`src/rtl/alu_pkg.sv`:
```
`timescale 1ns/1ps
// Shared types for the ALU: the operation code, the flag vector layout, and
// the per-operation flag update mask. Assumes a 7-bit flag vector.
package alu_pkg;

    localparam int OP_W   = 5;
    localparam int FLAG_W = 7;
    localparam int FC = 0;
    localparam int FZ = 1;
    localparam int FN = 2;
    localparam int FV = 3;
    localparam int FS = 4;
    localparam int FH = 5;
    localparam int FT = 6;

    typedef enum logic [OP_W-1:0] {
        OP_ADD = 5'd0, OP_ADC, OP_SUB, OP_SBC, OP_CMP, OP_CMPC,
        OP_AND, OP_OR, OP_XOR, OP_COM, OP_NEG,
        OP_SHL, OP_SHR, OP_ROL, OP_ROR, OP_ASR, OP_SWAP,
        OP_MULUU, OP_MULSS, OP_MULSU, OP_FMULUU, OP_FMULSS, OP_FMULSU
    } alu_op_e;

    // True for the six multiply codes.
    function automatic logic is_mul(input alu_op_e op);
        return op inside {OP_MULUU, OP_MULSS, OP_MULSU,
                          OP_FMULUU, OP_FMULSS, OP_FMULSU};
    endfunction

    // Flags an operation is allowed to write; the rest pass through.
    function automatic logic [FLAG_W-1:0] upd_mask(input alu_op_e op);
        logic [FLAG_W-1:0] m;
        m = '0;
        unique case (op)
            OP_ADD, OP_ADC, OP_SUB, OP_SBC, OP_CMP, OP_CMPC, OP_NEG: begin
                m[FC] = 1'b1; m[FZ] = 1'b1; m[FN] = 1'b1;
                m[FV] = 1'b1; m[FS] = 1'b1; m[FH] = 1'b1;
            end
            OP_AND, OP_OR, OP_XOR: begin
                m[FZ] = 1'b1; m[FN] = 1'b1; m[FV] = 1'b1; m[FS] = 1'b1;
            end
            OP_COM, OP_SHL, OP_SHR, OP_ROL, OP_ROR, OP_ASR: begin
                m[FC] = 1'b1; m[FZ] = 1'b1; m[FN] = 1'b1;
                m[FV] = 1'b1; m[FS] = 1'b1;
            end
            OP_MULUU, OP_MULSS, OP_MULSU, OP_FMULUU, OP_FMULSS, OP_FMULSU: begin
                m[FC] = 1'b1; m[FZ] = 1'b1;
            end
            default: m = '0;
        endcase
        return m;
    endfunction

endpackage

```
`src/rtl/alu_arith.sv`:
```
`timescale 1ns/1ps
// Add/subtract datapath shared by ADD, ADC, SUB, SBC, CMP, CMPC and NEG.
// Produces the result and a candidate flag vector; the caller applies the
// update mask. Assumes DATA_W is even so the half carry sits at DATA_W/2.
module alu_arith
    import alu_pkg::*;
#(
    parameter int DATA_W = 8
) (
    input  alu_op_e           op,
    input  logic [DATA_W-1:0] a,
    input  logic [DATA_W-1:0] b,
    input  logic              c_in,
    input  logic              z_in,
    output logic [DATA_W-1:0] res,
    output logic [FLAG_W-1:0] fl
);
    localparam int NIB = DATA_W / 2;

    logic              use_sub;
    logic              cin;
    logic [DATA_W-1:0] x;
    logic [DATA_W-1:0] y;
    logic [DATA_W:0]   full;
    logic              ovf;
    logic              zero;

    // One adder/subtractor; NEG is 0 minus the operand.
    always_comb begin
        use_sub = op inside {OP_SUB, OP_SBC, OP_CMP, OP_CMPC, OP_NEG};
        cin     = c_in & (op inside {OP_ADC, OP_SBC, OP_CMPC});
        x       = (op == OP_NEG) ? '0 : a;
        y       = (op == OP_NEG) ? a  : b;
        if (use_sub)
            full = {1'b0, x} - {1'b0, y} - {{DATA_W{1'b0}}, cin};
        else
            full = {1'b0, x} + {1'b0, y} + {{DATA_W{1'b0}}, cin};
        res  = full[DATA_W-1:0];
        ovf  = use_sub ? ((x[DATA_W-1] != y[DATA_W-1]) && (res[DATA_W-1] != x[DATA_W-1]))
                       : ((x[DATA_W-1] == y[DATA_W-1]) && (res[DATA_W-1] != x[DATA_W-1]));
        zero = (res == '0) && (!(op inside {OP_SBC, OP_CMPC}) || z_in);
        fl      = '0;
        fl[FC]  = full[DATA_W];
        fl[FZ]  = zero;
        fl[FN]  = res[DATA_W-1];
        fl[FV]  = ovf;
        fl[FS]  = res[DATA_W-1] ^ ovf;
        fl[FH]  = x[NIB] ^ y[NIB] ^ res[NIB];
    end
endmodule

```
`src/rtl/alu_bitops.sv`:
```
`timescale 1ns/1ps
// Logic, complement, shift/rotate and nibble swap datapath.
// Produces the result and a candidate flag vector; H is never produced here.
module alu_bitops
    import alu_pkg::*;
#(
    parameter int DATA_W = 8
) (
    input  alu_op_e           op,
    input  logic [DATA_W-1:0] a,
    input  logic [DATA_W-1:0] b,
    input  logic              c_in,
    output logic [DATA_W-1:0] res,
    output logic [FLAG_W-1:0] fl
);
    localparam int NIB = DATA_W / 2;

    logic cy;
    logic ovf;

    // Select the bitwise result and the bit shifted out.
    always_comb begin
        cy = 1'b0;
        unique case (op)
            OP_AND:  res = a & b;
            OP_OR:   res = a | b;
            OP_XOR:  res = a ^ b;
            OP_COM:  begin res = ~a; cy = 1'b1; end
            OP_SHL:  begin res = {a[DATA_W-2:0], 1'b0};        cy = a[DATA_W-1]; end
            OP_ROL:  begin res = {a[DATA_W-2:0], c_in};        cy = a[DATA_W-1]; end
            OP_SHR:  begin res = {1'b0, a[DATA_W-1:1]};        cy = a[0]; end
            OP_ROR:  begin res = {c_in, a[DATA_W-1:1]};        cy = a[0]; end
            OP_ASR:  begin res = {a[DATA_W-1], a[DATA_W-1:1]}; cy = a[0]; end
            OP_SWAP: res = {a[NIB-1:0], a[DATA_W-1:NIB]};
            default: res = a;
        endcase
        ovf    = (op inside {OP_SHL, OP_SHR, OP_ROL, OP_ROR, OP_ASR}) ? (res[DATA_W-1] ^ cy) : 1'b0;
        fl     = '0;
        fl[FC] = cy;
        fl[FZ] = (res == '0);
        fl[FN] = res[DATA_W-1];
        fl[FV] = ovf;
        fl[FS] = res[DATA_W-1] ^ ovf;
    end
endmodule

```
`src/rtl/alu_mul.sv`:
```
`timescale 1ns/1ps
// Multiplier stage: captures operands, variant and flags on load, then
// presents the product one cycle later while busy is high. Signedness is
// handled by sign-extending to the product width; fractional forms shift
// left by one and report carry from the unshifted bit 2*DATA_W-1.
module alu_mul
    import alu_pkg::*;
#(
    parameter int DATA_W = 8
) (
    input  logic                clk,
    input  logic                rst_n,
    input  logic                load,
    input  alu_op_e             op,
    input  logic [DATA_W-1:0]   a,
    input  logic [DATA_W-1:0]   b,
    input  logic [FLAG_W-1:0]   flags_in,
    output logic                busy,
    output alu_op_e             op_q,
    output logic [FLAG_W-1:0]   flags_q,
    output logic [2*DATA_W-1:0] prod,
    output logic                carry
);
    localparam int PW = 2 * DATA_W;

    logic [DATA_W-1:0] a_q;
    logic [DATA_W-1:0] b_q;
    logic              sa;
    logic              sb;
    logic [PW-1:0]     ax;
    logic [PW-1:0]     bx;
    logic [PW-1:0]     raw;

    // Operand capture register for the two-cycle multiply.
    always_ff @(posedge clk) begin
        if (!rst_n) begin
            busy    <= 1'b0;
            op_q    <= OP_MULUU;
            flags_q <= '0;
            a_q     <= '0;
            b_q     <= '0;
        end else begin
            busy <= load;
            if (load) begin
                op_q    <= op;
                flags_q <= flags_in;
                a_q     <= a;
                b_q     <= b;
            end
        end
    end

    // Sign-extend per variant, multiply, and apply the fractional shift.
    always_comb begin
        sa    = op_q inside {OP_MULSS, OP_MULSU, OP_FMULSS, OP_FMULSU};
        sb    = op_q inside {OP_MULSS, OP_FMULSS};
        ax    = {{DATA_W{sa & a_q[DATA_W-1]}}, a_q};
        bx    = {{DATA_W{sb & b_q[DATA_W-1]}}, b_q};
        raw   = ax * bx;
        carry = raw[PW-1];
        prod  = (op_q inside {OP_FMULUU, OP_FMULSS, OP_FMULSU}) ? {raw[PW-2:0], 1'b0} : raw;
    end
endmodule

```
`src/rtl/alu_core.sv`:
```
`timescale 1ns/1ps
// ALU top: routes a request to the add/subtract path, the bitwise path or
// the multiplier, merges flags through the per-operation mask and registers
// the outputs. Assumes the caller holds no request in the cycle after a
// multiply is accepted; such a request is dropped.
module alu_core
    import alu_pkg::*;
#(
    parameter int DATA_W = 8
) (
    input  logic              clk,
    input  logic              rst_n,
    input  logic              start,
    input  logic [OP_W-1:0]   op_sel,
    input  logic [DATA_W-1:0] a,
    input  logic [DATA_W-1:0] b,
    input  logic [FLAG_W-1:0] flags_in,
    output logic [DATA_W-1:0] result,
    output logic [DATA_W-1:0] result_hi,
    output logic [FLAG_W-1:0] flags_out,
    output logic              done,
    output logic              wr_en
);
    localparam int PW = 2 * DATA_W;

    alu_op_e           op;
    logic              mul_busy;
    logic              accept;
    logic              op_mul;
    logic [DATA_W-1:0] ar_res, bo_res, s_res;
    logic [FLAG_W-1:0] ar_fl, bo_fl, s_cand, s_mask, s_flags;
    alu_op_e           mul_op;
    logic [FLAG_W-1:0] mul_fin, m_cand, m_mask, m_flags;
    logic [PW-1:0]     mul_prod;
    logic              mul_carry;

    assign op     = alu_op_e'(op_sel);
    assign op_mul = is_mul(op);
    assign accept = start & ~mul_busy;

    alu_arith #(.DATA_W(DATA_W)) u_arith (
        .op(op), .a(a), .b(b), .c_in(flags_in[FC]), .z_in(flags_in[FZ]),
        .res(ar_res), .fl(ar_fl)
    );

    alu_bitops #(.DATA_W(DATA_W)) u_bitops (
        .op(op), .a(a), .b(b), .c_in(flags_in[FC]),
        .res(bo_res), .fl(bo_fl)
    );

    alu_mul #(.DATA_W(DATA_W)) u_mul (
        .clk(clk), .rst_n(rst_n), .load(accept & op_mul), .op(op),
        .a(a), .b(b), .flags_in(flags_in), .busy(mul_busy), .op_q(mul_op),
        .flags_q(mul_fin), .prod(mul_prod), .carry(mul_carry)
    );

    // Pick the single-cycle path and merge its flags through the mask.
    always_comb begin
        if (op inside {OP_ADD, OP_ADC, OP_SUB, OP_SBC, OP_CMP, OP_CMPC, OP_NEG}) begin
            s_res  = ar_res;
            s_cand = ar_fl;
        end else begin
            s_res  = bo_res;
            s_cand = bo_fl;
        end
        s_mask  = upd_mask(op);
        s_flags = (s_mask & s_cand) | (~s_mask & flags_in);
    end

    // Build multiply flags from the registered product.
    always_comb begin
        m_cand     = '0;
        m_cand[FC] = mul_carry;
        m_cand[FZ] = (mul_prod == '0);
        m_mask     = upd_mask(mul_op);
        m_flags    = (m_mask & m_cand) | (~m_mask & mul_fin);
    end

    // Output register: multiply completion takes precedence over new work.
    always_ff @(posedge clk) begin
        if (!rst_n) begin
            result    <= '0;
            result_hi <= '0;
            flags_out <= '0;
            done      <= 1'b0;
            wr_en     <= 1'b0;
        end else begin
            done <= 1'b0;
            if (mul_busy) begin
                result    <= mul_prod[DATA_W-1:0];
                result_hi <= mul_prod[PW-1:DATA_W];
                flags_out <= m_flags;
                wr_en     <= 1'b1;
                done      <= 1'b1;
            end else if (accept && !op_mul) begin
                result    <= s_res;
                result_hi <= '0;
                flags_out <= s_flags;
                wr_en     <= !(op inside {OP_CMP, OP_CMPC});
                done      <= 1'b1;
            end
        end
    end
endmodule

```
`config.mk`:
```
export PLATFORM = sky130hd
export DESIGN_NAME = alu_core
export DESIGN_NICKNAME = d
export VERILOG_FILES = /design/src/rtl/alu_pkg.sv /design/src/rtl/alu_arith.sv /design/src/rtl/alu_bitops.sv /design/src/rtl/alu_mul.sv /design/src/rtl/alu_core.sv
export SDC_FILE = /design/constraint.sdc
export NUM_CORES = 1
export LEC_CHECK = 0
export ABC_AREA = 1
export BUFFER_PORTS_ARGS = -buffer_cell sky130_fd_sc_hd__buf_4
export CORE_MARGIN = 4
export CORE_UTILIZATION = 55
export CTS_BUF_LIST = sky130_fd_sc_hd__clkbuf_2 sky130_fd_sc_hd__clkbuf_4 sky130_fd_sc_hd__clkbuf_8
export DETAILED_ROUTE_END_ITERATION = 7
export GPL_ROUTABILITY_DRIVEN = 0
export HOLD_SLACK_MARGIN = 0.08
export PLACE_DENSITY = 0.84
export SETUP_SLACK_MARGIN = 0.15
export SYNTH_ARGS = -nofsm -noshare
export SYNTH_HDL_FRONTEND = slang
export SYNTH_HIERARCHICAL = 1
export SYNTH_SLANG_ARGS = --single-unit
```
`constraint.sdc`:
```
create_clock -name clk -period 6.08 [get_ports clk]
set_input_delay 0.608 -clock clk [delete_from_list [all_inputs] [get_ports clk]]
set_output_delay 0.608 -clock clk [all_outputs]
set_load 0.02 [all_outputs]
```
==> summary.md, run 1 <==
| Metric | Value |
|---|---|
| Status | `completed` |
| Worst setup EP type | `register` |
| Crit-path max FO | `7` |
| Drt total wl | `21.5 mm` |
| Arrival @ worst endpoint | `5.92 ns` |
| Routed length per instance | `14.1 microns` |
| Util after Layout | `61.6%` |
| Slew HR | `31.8%` |
| Multi-input gate area | `0.00605 sq mm` |
| Remaining DRCs | `0` |
| Antenna-violating nets left | `0` |
| Die Span Y | `130 microns` |
| Clock buffer depth | `2` |
| Worst Clk Skew | `0.0156 ns` |
| Register area | `0.00109 sq mm` |
| Pin count of the biggest net entering global routing | `43` |
| DR pass1 iterations | `8` |
| Global-route wire length before repair | `35.4 mm` |
| Peak Freq | `177 MHz` |
| Vias | `8141` |
| Clock slew at reported path FFs | `0.10 ns` |
| Tot GR Track Use | `25.3%` |
| Ports | `56` |
| CP Launch Type | `register` |
| Worst path slowest cell | `fa_2` |
| HP Start | `result_hi[4]` |
| Req. time, crit path | `6.35 ns` |
| Unrepaired setup endpoints after global routing | `false` |
| Hold Buf Count CTS | `0` |
| Max cap viols | `0` |
| Synth warnings | `6` |
| Mapped cell area | `0.00823 sq mm` |
| Worst ir drop on vdd | `0.101 mV` |
| CTS sink cnt | `54` |
| Crit Path Class | `reg2reg` |
| Finished layout cell area | `0.00899 sq mm` |
| Initial antenna violation count | `0` |
| Root Buffer | `clkbuf_8` |
| Clock tree from TritonCTS | `yes` |
| Initial core utilization | `56.4%` |
| Fin. max-slew vios | `0` |
| Die Footprint | `0.0170 sq mm` |
| Area Growth Syn to Fin | `9.23%` |
| Post-Place Cells | `1507` |
| Placed Area | `0.00868 sq mm` |
| Crit path from | `u_mul/op_q[2]` |
| Fill cells | `1360` |
| Syn Nets | `1472` |
| Worst Tran Pin Value | `1.02 ns` |
| Syn avg cell area | `6.30 sq um` |
| Setup violations, final | `0` |
| Vias per cell | `5.35` |
| Sum Neg Setup Slack | `0 ns` |
| Row cnt | `44` |
| Final nets | `1502` |
| Number of buffers added on ports | `55` |
| Detailed placement HPWL | `16.9 mm` |
| Detailed Route Iter0 Violations | `836` |
| Cells after Synth | `1306` |
| Worst hold path type | `reg2reg` |
| Layout cells sized above 1 | `12.7%` |
| CP max stage delay | `0.57 ns` |
| H-Tree Depth | `2` |
| Setup slack after placement | `0.0689 ns` |
| Core Box Area | `0.0146 sq mm` |
| Reg-to-Reg Start | `u_mul/op_q[2]` |
| LEAKAGE | `5.13 nW` |
| Final Hold Fails | `0` |
| GRT overflow | `0` |
| Final Non-Filler Cells | `1521` |
| Vias in the first global route | `7495` |
| Fin worst setup slack | `0.427 ns` |
| Die Span X | `130 microns` |
| Final min period | `5.65 ns` |
| Crit share post-route | `93.0%` |
| N_diodes | `0` |
| Worst-skew pair later-pin latency | `0.32 ns` |
| Pwr dens | `119 mW/mm^2` |
| Most common cell on crit path | `nand2_1` |
| Number of CTS-inserted buffers | `5` |
[placed cells by master, fill, tap and decap left out, types with 5 or more instances in the layout]
| cell type | n |
|---|---|
| buf_4 | 68 |
| o21ai_0 | 57 |
| dfxtp_1 | 51 |
| ha_1 | 64 |
| nand4_1 | 10 |
| nor3_1 | 7 |
| nand2_2 | 20 |
| fa_1 | 66 |
| o211ai_1 | 6 |
| nor2_4 | 9 |
| nand2_1 | 350 |
| nor2_2 | 8 |
| a21oi_2 | 5 |
| nor2_1 | 146 |
| xor2_1 | 9 |
| a21oi_1 | 32 |
| nand2_4 | 6 |
| nand3_1 | 92 |
| clkbuf_8 | 5 |
| inv_2 | 15 |
| nand3_2 | 5 |
| o21ai_1 | 12 |
| inv_1 | 245 |
[layer usage]
metal | wire length (microns) | part of all wire (%) | vias to the layer above | GRT usage [%]
met1 | 9710 | 45 | 3723 | 36.1
li1 | - | - | 4036 | -
met3 | 1580 | 7.3 | 39 | 3.72
met4 | 376 | 1.7 | 0 | 4.84
met2 | 9850 | 46 | 343 | 41.3
met5 | 0 | 0 | - | 0
[registers in the layout (all words and copies together) (netlist names), 5 cells and up]
signal / cells
u_mul/flags_q: 7
u_mul/op_q: 5
flags_out: 7
result: 8
result_hi: 8
u_mul/a_q: 8
u_mul/b_q: 8
[stage by stage]
step | hold WS (ns) | power (W)
after floorplan | 0.454 | 0.000692
after global placement | 0.449 | 0.000796
after detailed placement | 0.455 | 0.000804
after CTS | 0.475 | 0.00106
after global routing | 0.480 | 0.00114
final | 0.473 | 0.00107
[critical path, delay by kind of cell (launching register included)]
kind / cells / cell delay, ns
adders and majority gates: 6 / 2.75
buffers and inverters: 5 / 0.39
DFF: 1 / 0.39
and+or+nand+nor: 20 / 2.06
[path summary, 6_finish.rpt]
path | end | cells past startpoint | slack (ns)
setup / recovery | flags_out[1] | 31 | 0.43
hold / removal | result_hi[4] | 2 | 0.47
setup reg to reg | flags_out[1] | 31 | 0.43
hold reg to reg | result_hi[4] | 2 | 0.47
[cell type report]
cell class,instances,area share (%)
clock buffers,5,0.765
clock inverters,3,0.543
inverters,263,11.0
multi-input cells,944,67.3
flip-flops and latches,54,12.1
well taps,184,2.56
repair buffers,68,5.68
[power by group]
group	internal (W)	leakage [nW]	switching [W]
clock network	0.000126	0.0563	0.000129
registers	0.000373	0.442	0.0000238
logic	0.000146	4.63	0.000270
[what timing repair did]
item	CTS	global route
resized for setup	4	33
pin swaps	0	14
setup buffers	0	6
setup endpoints to repair	1	1
No activity file was read; power rests on OpenSTA's default activity.
==> inputs of run 2 (changes only) <==
Settings changed: CORE_UTILIZATION 55 to 40, PLACE_DENSITY 0.84 to 0.67.
==> run 2 against run 1 <==
Cell count increased by 5.5%. Routed wire length rose by 1.5%. Setup slack better by 0.089 ns. Combinational power about the same. Via count fell by 3.2%. Power down 4.6%. Highest routed layer unchanged. Die area up 35%. Non-clock buffer count fell by 2.
==> summary.md, run 2 (same netlist as run 1, synthesis figures left out) <==
| Metric | Value |
|---|---|
| Initial antenna violation count | `0 (unchanged)` |
| Pin count of the biggest net entering global routing | `43 (unchanged)` |
| Slew HR | `34.6% (+2.8 points)` |
| Core Box Area | `0.0202 sq mm (+39%)` |
| Final Hold Fails | `0 (unchanged)` |
| Peak Freq | `180 MHz (+1.6%)` |
| Sum Neg Setup Slack | `0 ns (unchanged)` |
| Vias | `7879 (-3.2%)` |
| Most common cell after layout, fill and taps aside | `nand2_1` |
| DR pass1 iterations | `6 (-2)` |
| Ports | `56 (unchanged)` |
| Global-route wire length before repair | `35.8 mm (+1.4%)` |
| Vias per cell | `4.91 (-8.2%)` |
| Max cap viols | `0 (unchanged)` |
| Req. time, crit path | `6.36 ns (about the same)` |
| H-Tree Depth | `2 (unchanged)` |
| Worst hold path depth | `2 (unchanged)` |
| Net Switching | `0.000420 W (-0.57%)` |
| Part of the power in registers | `39.0% (+1.8 points)` |
| Number of buffers added on ports | `55 (unchanged)` |
| Worst-skew pair later-pin latency | `0.32 ns (about the same)` |
| GRT overflow | `0 (unchanged)` |
| Vias in the first global route | `7273 (-3.0%)` |
| Clock power frac | `20.3% (-3.5 points)` |
| Area Growth Syn to Fin | `9.26% (about the same)` |
| Most frequent cells in the layout | `350 x nand2_1, 247 x inv_1, 145 x nor2_1` |
| Die Span X | `151 microns (+16%)` |
| Root Buffer | `clkbuf_8` |
| Crit share post-route | `91.5% (-1.5 points)` |
| Detailed Route Iter0 Violations | `587 (-30%)` |
| N_diodes | `0 (unchanged)` |
| Sw Share | `41.2% (+1.7 points)` |
| Clock slew at reported path FFs | `0.10 ns (about the same)` |
| Worst ir drop on vdd | `0.0708 mV (-30%)` |
| Max Used Layer | `met4` |
| Die Span Y | `151 microns (+16%)` |
| Final min period | `5.56 ns (-0.0893 ns)` |
| Fin. max-slew vios | `0 (unchanged)` |
| Tot GR Track Use | `19.2% (-6.1 points)` |
| Hold Buf Count CTS | `0 (unchanged)` |
| Worst path slowest cell | `fa_1` |
| Hold WS | `0.468 ns (-0.00571 ns)` |
| Antenna-violating nets left | `0 (unchanged)` |
| Unrepaired setup endpoints after global routing | `false` |
| Worst setup EP type | `register` |
| Worst Clk Skew | `0.0111 ns (-0.00445 ns)` |
| Routed wl met3 | `1.41 mm (-11%)` |
| Worst hold path type | `reg2reg` |
| Row cnt | `52 (+18%)` |
| Die Footprint | `0.0229 sq mm (+35%)` |
| Layout cells sized above 1 | `12.4% (-0.35 points)` |
| Pwr dens | `113 mW/mm^2 (-4.7%)` |
| Status | `completed` |
| Initial core utilization | `40.7% (-16 points)` |
| Worst Tran Pin Value | `0.980 ns (-0.0418 ns)` |
| Combinational share of power | `40.6% (+1.6 points)` |
| Drt total wl | `21.8 mm (+1.5%)` |
| Internal power | `0.000598 W (-7.3%)` |
| Overall power | `0.00102 W (-4.6%)` |
| Arrival @ worst endpoint | `5.84 ns (-0.08 ns)` |
| Fin worst setup slack | `0.516 ns (+0.0893 ns)` |
| CTS sink cnt | `54 (unchanged)` |
| Crit Path Class | `reg2reg` |
| Number of CTS-inserted buffers | `5 (unchanged)` |
| Clock buffer depth | `2 (unchanged)` |
| Crit-path max FO | `7 (unchanged)` |
| CP max stage delay | `0.52 ns (-0.05 ns)` |
| Remaining DRCs | `0 (unchanged)` |
| Setup slack after placement | `0.0891 ns (+0.0201 ns)` |
| Post-Route M1 WL | `10.7 mm (+10%)` |
| Detailed placement HPWL | `17.5 mm (+3.5%)` |
| Final nets | `1500 (-0.13%)` |
| LEAKAGE | `5.09 nW (-0.65%)` |
| Routed length per instance | `13.6 microns (-3.8%)` |
| CP Launch Type | `register` |
| Worst r2r path cells | `31 (unchanged)` |
| DR WL met2 | `9.51 mm (-3.4%)` |
| Clock tree from TritonCTS | `yes` |
| Setup violations, final | `0 (unchanged)` |
-- run 2: metrics by stage --
step / utilization, % / area, sq um / std cells
2_1_floorplan: - / 8230 / 1306
3_3_place_gp: 43.4 / 8780 / 1592
3_5_place_dp: 43.4 / 8780 / 1592
4_1_cts: 43.8 / 8870 / 1599
5_1_grt: 44.4 / 8990 / 1604
6_report: 44.4 / 8990 / 1604
-- run 2: layer usage --
metal | global-route usage, % | vias up
li1 | - | 4028
met1 | 29.1 | 3609
met2 | 29.6 | 229
met3 | 2.20 | 13
met4 | 3.81 | 0
met5 | 0 | -
-- run 2: final timing paths --
| check | startpoint | endpoint | slack [ns] |
|---|---|---|---|
| hold / removal | result_hi[5] | result_hi[5] | 0.47 |
| hold reg to reg | result_hi[5] | result_hi[5] | 0.47 |
| setup reg to reg | u_mul/op_q[2] | flags_out[1] | 0.52 |
| setup / recovery | u_mul/op_q[2] | flags_out[1] | 0.52 |
-- run 2: repair_timing --
item	CTS	global route
pin swaps	0	8
endpoints found under the hold margin	0	0
setup buffers	0	5
setup endpoints to repair	1	3
gates resized for setup	3	25
-- run 2: final cells by class --
class / instances / area (sq um)
Clock buffer: 5 / 68.8
Fill cell: 2125 / 11200
Timing Repair Buffer: 66 / 495
Multi-Input combinational cell: 944 / 6000
Sequential cell: 54 / 1090
Tap cell: 270 / 338
Clock inverter: 2 / 13.8
Inverter: 263 / 990
-- run 2: worst max-delay path, delay by kind of cell (launching register included) --
family          cells  cell delay, ns
compound gates      4            0.53
xor+xnor            1            0.20
fa+ha+maj           6            2.58
buf+inv             5            0.42
flops               1            0.40
simple gates       15            1.37
-- run 2: power groups by stage --
| stage | clock, W | combinational, W | sequential, W |
|---|---|---|---|
| CTS | 0.000213 | 0.000407 | 0.000397 |
| floorplan | 0 | 0.000290 | 0.000403 |
| detailed placement | 0 | 0.000405 | 0.000405 |
| global placement | 0 | 0.000401 | 0.000404 |
| global route | 0.000227 | 0.000468 | 0.000400 |
| finish | 0.000207 | 0.000414 | 0.000397 |
==> inputs of run 3 (changes only) <==
Settings changed: SETUP_SLACK_MARGIN 0.15 to not set, SYNTH_HIERARCHICAL 1 to not set.
==> run 3 against run 2 <==
Routed wire length about the same. Sequential cell count stayed put. Clock power hardly changed. Clock skew decreased by 0.0046 ns. Utilization is 0.45 points higher. Via count is 3.5% lower. Register-to-register slack lost 0.06 ns. Count of clock-buffer cells in the layout stayed put. Area after synthesis is 5.5% lower. Combinational power decreased by 5.8%. Non-clock buffer count shrank 7.
==> summary.md, run 3 <==
| Metric | Value |
|---|---|
| Post-synthesis mux area share | `0%` |
| Crit share post-route | `92.6% (+1.1 points)` |
| Syn Nets | `1365 (-7.3%)` |
| Clock tree from TritonCTS | `yes` |
| Area Growth Syn to Fin | `9.06%` |
| Worst ir drop on vdd | `0.171 mV (+140%)` |
| Root Buffer | `clkbuf_8` |
| Peak Freq | `178 MHz (-1.1%)` |
| H-Tree Depth | `2 (unchanged)` |
| Drt total wl | `21.8 mm (about the same)` |
| N_diodes | `0 (unchanged)` |
| Final nets | `1391 (-7.3%)` |
| Die Footprint | `0.0217 sq mm (-5.2%)` |
| Share of the synthesized area in the top cell type | `17.2%` |
| Antenna-violating nets left | `0 (unchanged)` |
| Routed length per instance | `14.7 microns (+8.0%)` |
| Syn avg cell area | `6.49 sq um (+2.9%)` |
| Vias per cell | `5.12 (+4.2%)` |
| Fin worst setup slack | `0.452 ns (-0.0643 ns)` |
| Clock power frac | `20.8% (+0.5 points)` |
| Setup Buffers After CTS | `0 (unchanged)` |
| Row cnt | `50 (-3.8%)` |
| Vias in the first global route | `7105 (-2.3%)` |
| Detailed placement HPWL | `18.0 mm (+3.0%)` |
| Req. time, crit path | `6.32 ns (-0.04 ns)` |
| Most common cell on crit path | `nand2_1` |
| Synth top area cells | `fa_1 17%, nand2_1 16%, dfxtp_1 14%` |
| Fin. max-slew vios | `0 (unchanged)` |
| CP Launch Type | `register` |
| Remaining DRCs | `0 (unchanged)` |
| Count leader, synth | `nand2_1` |
| Net Switching | `0.000408 W (-2.9%)` |
| Setup violations, final | `0 (unchanged)` |
| Combinational share of power | `39.2% (-1.4 points)` |
| Setup slack after placement | `0.214 ns (+0.124 ns)` |
| Die Span X | `147 microns (-2.7%)` |
| Sum Neg Setup Slack | `0 ns (unchanged)` |
| Post-Synth XOR/XNOR Area | `0.788%` |
| Synth area leader | `fa_1` |
| Worst hold path type | `reg2reg` |
| Worst-skew pair later-pin latency | `0.32 ns (about the same)` |
| Register area | `0.00109 sq mm (-0.34%)` |
| Final Hold Fails | `0 (unchanged)` |
| Part of the power in registers | `40.0% (+1.0 points)` |
| DR pass1 iterations | `7 (+1)` |
| Worst Clk Skew | `0.00645 ns (-0.00465 ns)` |
| Synth Area in Compound Gates | `11.5%` |
| Hold Buf Count CTS | `0 (unchanged)` |
| Crit Path Class | `reg2reg` |
| Mapped cell area | `0.00778 sq mm (-5.5%)` |
| Fill cells | `2067 (-2.7%)` |
| Post-Synth Adder-Cell Area | `28.2%` |
| Pin count of the biggest net entering global routing | `35 (-19%)` |
| Max cap viols | `0 (unchanged)` |
| Post-synthesis simple-gate area fraction | `32.7%` |
| Synth warnings | `0 (-6)` |
| Tot GR Track Use | `20.5% (+1.3 points)` |
| Cells after Synth | `1199 (-8.2%)` |
| Internal power | `0.000587 W (-1.7%)` |
| Post-synth cell types | `44` |
| Number of buffers added on ports | `55 (unchanged)` |
| Slew HR | `37.8% (+3.2 points)` |
| FF+latch count, synth | `54` |
| Multi-input gate area | `0.00572 sq mm (-4.6%)` |
| Worst path slowest cell | `fa_1` |
| Finished layout cell area | `0.00848 sq mm (-5.7%)` |
| Detailed Route Iter0 Violations | `727 (+24%)` |
| Worst Tran Pin Value | `0.932 ns (-0.0482 ns)` |
| Core Box Area | `0.0189 sq mm (-6.6%)` |
| Clock slew at reported path FFs | `0.10 ns (about the same)` |
| Sw Share | `41.0% (-0.29 points)` |
| Global-route wire length before repair | `36.6 mm (+2.1%)` |
| Most common cell after layout, fill and taps aside | `nand2_1` |
| Number of CTS-inserted buffers | `5 (unchanged)` |
| Vias | `7600 (-3.5%)` |
| Arrival @ worst endpoint | `5.87 ns (+0.03 ns)` |
| Die Span Y | `147 microns (-2.7%)` |
| CP max stage delay | `0.53 ns (about the same)` |
| Most frequent cells in the layout | `322 x nand2_1, 207 x inv_1, 106 x nor2_1` |
| Ports | `56 (unchanged)` |
| Placed Area | `0.00836 sq mm (-4.8%)` |
| Status | `completed` |
| Initial antenna violation count | `0 (unchanged)` |
| Post-synthesis sequential area ratio | `13.9%` |
| Crit-path max FO | `9 (+2)` |
| Primary FF master, synth | `dfxtp_1` |
| Initial core utilization | `41.2% (+0.48 points)` |
| LEAKAGE | `4.59 nW (-9.8%)` |
| GRT overflow | `0 (unchanged)` |
| Final min period | `5.63 ns (+0.0643 ns)` |
| Worst setup EP type | `register` |
| Pwr dens | `117 mW/mm^2 (+3.7%)` |
| Synth top cells by count | `323 x nand2_1, 207 x inv_1, 109 x nor2_1, 79 x nand3_1, 68 x ha_1` |
| CTS sink cnt | `54 (unchanged)` |
| Post-synth ARST share | `0%` |
| Post-synth EDFFs | `0` |
| Clock buffer depth | `2 (unchanged)` |
| Largest family of logic cells by synthesized area | `simple AND/OR/NAND/NOR gates` |
| Layout cells sized above 1 | `10.1% (-2.2 points)` |
[run 3: metal layers]
layer	vias to the layer above	global-route usage, %	share of wire, %
met4	0	4.05	1.6
met3	29	3.07	5.8
met5	-	0	0
met1	3523	29.7	48
met2	254	32.7	45
li1	3794	-	-
[run 3: per-stage QoR]
step	std cells	total power [W]	hold WS, ns	utilization (%)
final	1485	0.000995	0.470	44.9
after global routing	1485	0.00107	0.501	44.9
after floorplan	1199	0.000665	0.430	-
after global placement	1478	0.000784	0.447	44.3
after CTS	1485	0.000992	0.472	44.7
after detailed placement	1478	0.000786	0.457	44.3
[run 3: final timing paths]
check                              startpoint      endpoint  slack [ns]  cells after the start
worst max register to register  u_mul.op_q[4]  flags_out[1]        0.45                     29
worst max-delay path            u_mul.op_q[4]  flags_out[1]        0.45                     29
worst min register to register   result_hi[6]  result_hi[6]        0.47                      2
worst min-delay path             result_hi[6]  result_hi[6]        0.47                      2
[run 3: power groups by stage]
stage / registers (W) / logic (W) / clock network, W
after global routing: 0.000401 / 0.000440 / 0.000226
after floorplan: 0.000400 / 0.000265 / 0
after detailed placement: 0.000405 / 0.000381 / 0
after global placement: 0.000405 / 0.000380 / 0
final: 0.000398 / 0.000390 / 0.000207
after CTS: 0.000397 / 0.000385 / 0.000210
[run 3: critical path: cells and delay by family (launching register included)]
| family | cells | cell delay [ns] |
|---|---|---|
| simple gates | 14 | 1.30 |
| fa+ha+maj | 6 | 2.85 |
| compound gates | 3 | 0.52 |
| flops | 1 | 0.44 |
| buf+inv | 6 | 0.41 |
[run 3: area by class of cell]
type                       instances  area share (%)
clock inverter                     2           0.162
tap                              260            3.84
multi-input combinational        886            67.5
inverter                         219            9.69
sequential                        54            12.8
timing repair buffer              59            5.22
clock buffer                       5           0.811
[run 3: what timing repair did]
item                                   in CTS  in global routing
endpoints found under the hold margin       0                  0
gates resized for setup                     0                 14
setup endpoints to repair                   0                  5
[run 3: logic make-up after synthesis]
logic type                 Yosys count
AOI/OAI and AO/OA                  165
and+or+nand+nor                    579
xor gates and xnor gates             7
adders and majority gates          135
buffers and inverters              259
DFF                                 54
